<file path="config.mk">
export PLATFORM = sky130hd
export DESIGN_NAME = nfa_multi_matcher
export DESIGN_NICKNAME = d
export VERILOG_FILES = /design/src/rtl/nfa_multi_matcher.sv
export SDC_FILE = /design/constraint.sdc
export NUM_CORES = 1
export LEC_CHECK = 0
export BUFFER_PORTS_ARGS = -buffer_cell sky130_fd_sc_hd__buf_4
export CELL_PAD_IN_SITES_DETAIL_PLACEMENT = 2
export CELL_PAD_IN_SITES_GLOBAL_PLACEMENT = 2
export CORE_MARGIN = 2
export CORE_UTILIZATION = 27
export CTS_CLUSTER_SIZE = 40
export DETAILED_ROUTE_END_ITERATION = 10
export GPL_ROUTABILITY_DRIVEN = 0
export HOLD_SLACK_MARGIN = 0.03
export PLACE_DENSITY_LB_ADDON = 0.1
export SLEW_MARGIN = 15
export SYNTH_ARGS = -nofsm -noshare
export SYNTH_HDL_FRONTEND = slang
export SYNTH_SLANG_ARGS = --single-unit
</file>
<file path="constraint.sdc">
create_clock -name clk -period 1.7 [get_ports clk]
set_input_delay 0.17 -clock clk [delete_from_list [all_inputs] [get_ports clk]]
set_output_delay 0.17 -clock clk [all_outputs]
set_load 0.05 [all_outputs]
</file>
<file path="src/rtl/nfa_multi_matcher.sv">
module nfa_multi_matcher (
  input  logic       clk,
  input  logic       rst_n,
  input  logic       flow_clr,
  input  logic       in_valid,
  input  logic       in_dual,
  input  logic [7:0] in_byte0,
  input  logic [7:0] in_byte1,
  output logic [4:0] match_o
);
  localparam int NS = 7;
  localparam int NP = 5;
  localparam int NK = 6;
  localparam int NW = NP + NS;

  // class k is letter 'a'+k, either case
  function automatic logic [NK-1:0] decode(input logic [7:0] c);
    logic [NK-1:0] k;
    for (int i = 0; i < NK; i++)
      k[i] = (c == 8'(8'h61 + i)) || (c == 8'(8'h41 + i));
    return k;
  endfunction

  // s: 0 a, 1 ab+, 2 ab+c, 3 dot-star, 4 b, 5 b[d-f], 6 bd
  function automatic logic [NW-1:0] step(input logic [NS-1:0] s, input logic [NK-1:0] k);
    logic [NS-1:0] n;
    logic [NP-1:0] a;
    n[0] = k[0];
    n[1] = (s[0] | s[1]) & k[1];
    n[2] = s[1] & k[2];
    n[3] = s[2] | s[3];
    n[4] = k[1];
    n[5] = s[4] & (k[3] | k[4] | k[5]);
    n[6] = s[4] & k[3];
    a[0] = s[2] & k[3];
    a[1] = s[2] & k[4];
    a[2] = (s[2] | s[3]) & k[5];
    a[3] = s[5] & k[0];
    a[4] = s[6] & k[2];
    return {a, n};
  endfunction

  logic [NS-1:0] st_q;
  logic [NK-1:0] cls0, cls1;
  logic [NW-1:0] r0, r1;
  logic [NS-1:0] st_nx;
  logic [NP-1:0] acc;

  assign cls0  = decode(in_byte0);
  assign cls1  = decode(in_byte1);
  assign r0    = step(st_q, cls0);
  assign r1    = step(r0[NS-1:0], cls1);
  assign st_nx = in_dual ? r1[NS-1:0] : r0[NS-1:0];
  assign acc   = r0[NW-1:NS] | (in_dual ? r1[NW-1:NS] : '0);

  always_ff @(posedge clk or negedge rst_n) begin
    if (!rst_n) begin
      st_q    <= '0;
      match_o <= '0;
    end else if (flow_clr) begin
      st_q    <= '0;
      match_o <= '0;
    end else if (in_valid) begin
      st_q    <= st_nx;
      match_o <= acc;
    end else begin
      match_o <= '0;
    end
  end
endmodule


</file>
==> results.cfg <==
[status]
status = finished, final reports clean

[setup_path]
cp.required_ps = 1920
arrival_ps = 1850
worst-r2r-setup-slack_ps = 400
critical_path_class = primary input to flip-flop
reg2reg_depth = 4
crit_path_start = in_byte0[3]
end_kind = flip-flop
crit_path_start_kind = primary input
r2r-start = st_q[4]
worst-path-max-fanout = 2
worstReg2RegEnd = match_o[3]

[final_layout]
final_area_sq_um = 1060
layout.nets = 144
syn_to_final_growth_pct = 41.9
drive_gt1_frac = 0.328
layout.cells.non_filler = 153
num_antenna_cells = 0

[clocking]
post_cts_buffers = 0
clkTransAtPathRegs_ps = 80
cts_num_sinks = 12
htreeDepth = 1
insertion_delay_ps = 270
cts_root_buf = clkbuf_4
cts_tree = yes
cts_made_buffers = 3
cts_buffer_depth = 2

[detailed_routing]
wl_per_cell_um = 17.9
vias_per_cell = 5.37
drt-initial-drc-count = 8
drc = 0
final_antenna_net_count = 0
vias = 821
routed_wl_um = 2750
dr.pass1.iters = 4

[global_routing]
grt_pass1_vias = 916
grt_first_pass_wirelength_um = 4690
grt_max_degree = 13
antenna_found_initial = 0
grtUsageTotal = 0.194
overflow = 0

[floorplan]
die_area_sq_um = 3200
ios = 26
die_x_um = 56.6
num_rows = 19
start_util = 0.278
core-area_sq_um = 2690
fp.dieH_um = 56.6

[worst_hold_path]
hp-class = primary input to flip-flop
worstHoldEndpoint = st_q[5]
worstHoldStart = in_byte1[4]
whs_path_depth = 4

[timing]
max_freq_mhz = 613
fin_crit_ps = 1630
hold_violations = 0
finalCritPeriodShare = 0.959
timing.slew.headroom = 0.698
rsz0062_at_grt = no
setup_viol = 0
worstMarginPinSlew_ps = 447
fin_skew_ps = 1.55
maxSlewViolCount = 0

[placement]
io_buffers = 23
dp_cells = 148
place_area_sq_um = 1010
dp_hpwl_um = 2180

[synthesis]
synth-seq-cells = 12
syn_area_sq_um = 747
synthesis.nets = 110
syn_avg_cell_area_sq_um = 8.39
syn-instance-count = 89
yosys_warnings = 0
ys_seq_area_frac = 0.402
ys_types = 33

[power_and_ir_drop]
ir_drop_mv = 0.315
leakage_nw = 0.469
powerDensity_nw_per_um2 = 601

[flow_run]
maxCapViolCount = 0
## layout make-up
type | instances | area, sq um
clock buffer | 4 | 36.3
fill | 322 | 1630
inverter | 4 | 15.0
multi-input combinational | 69 | 419
sequential | 12 | 300
tap | 31 | 38.8
timing repair buffer | 33 | 250
## cells by family after synthesis
group | after synthesis | synth area share
AO/OA/AOI/OAI | 19 | 0.183
AND/OR/NAND/NOR | 50 | 0.374
buffers and inverters | 8 | 0.0419
flip-flops | 12 | 0.402
## synthesized netlist by cell type
library cell,n,area (sq um)
a32oi_1,1,8.76
o31ai_1,2,15.0
or4b_1,1,10.0
inv_1,4,15.0
and3_1,2,12.5
nand3_1,7,35.0
nor3_1,3,15.0
nor4bb_1,1,10.0
a31oi_1,2,12.5
clkbuf_1,3,11.3
o21ai_0,4,20.0
nand4_1,2,12.5
or4_1,1,7.51
a311oi_1,1,8.76
a2111o_1,1,11.3
nor2_1,11,41.3
a21oi_1,1,5.00
nor2b_1,3,18.8
a211oi_1,2,15.0
o22ai_1,2,12.5
dfrtp_1,12,300
nor3b_1,2,15.0
or2_2,1,6.26
o31a_1,1,8.76
nand2b_1,3,18.8
a41o_1,1,10.0
nand2_1,7,26.3
nor4_1,3,18.8
nand4bb_1,1,11.3
o41ai_1,1,8.76
or3b_2,1,8.76
buf_2,1,5.00
or4_4,1,11.3
## critical path, stage by stage
cell	delay (ps)
buf_4	110
or4b_4	530
or4_4	490
or4_1	480
nand2_1	80
## flip-flops by register name (all words and copies together) (netlist names)
signal / cells
st_q: 7
match_o: 5
## through the flow
step           utilization  TNS [ps]  hold slack (ps)  setup WS (ps)  power [W]
6_report             0.395         0              221           69.4   0.000636
5_1_grt              0.395         0              228           11.9   0.000667
4_1_cts              0.395         0              208           75.7   0.000648
3_5_place_dp         0.377      -716             23.5           -225   0.000405
3_3_place_gp         0.377      -656             26.4           -219   0.000402
2_1_floorplan            -      -188             -126           -188   0.000333
## metal layers
metal  GRT usage  part of all wire  vias to the layer above
met4      0.0612            0.0047                        0
li1            -                 -                      398
met1       0.251              0.46                      405
met2       0.329              0.51                       16
met3      0.0276             0.033                        2
met5           0                 0                        -
## placed cells by master, fill, tap and decap left out
master         count
nor2b_1            3
dfrtp_1           12
o21ai_0            4
buf_4             32
a2111o_1           1
nand4_1            2
dlygate4sd3_1      1
o22ai_1            2
or4_4              1
clkbuf_8           1
or4b_4             1
a311oi_1           1
or2_2              1
or4_1              1
or3b_2             1
nor4_1             3
nor3_1             3
a32oi_1            1
nor4bb_1           1
inv_1              4
clkbuf_4           3
o31ai_1            2
o31a_1             1
and3_1             2
a31oi_1            2
a41o_1             1
nand2b_1           3
nand4bb_1          1
nand2_1            7
o41ai_1            1
nor2_1            11
a211oi_1           2
a21oi_1            1
nand3_1            7
nor3b_1            2
## repair_timing
action                                  CTS  global route
endpoints found under the hold margin    12             0
resized for setup                         0             0
endpoints found under the setup margin    0             0
hold buffers                              1             0
## power breakdown
group	internal (W)	switching, W	total [W]
registers	0.000287	0.00000196	0.000289
logic	0.0000523	0.0000599	0.000112
clock network	0.000130	0.000105	0.000235
total	0.000470	0.000167	0.000636
## worst max path at each step
stage,end
after floorplan,st_q[2]
after global placement,match_o[3]
after detailed placement,st_q[2]
after CTS,st_q[2]
after global routing,st_q[2]
final,st_q[2]
No activity file was read; power rests on OpenSTA's default activity.
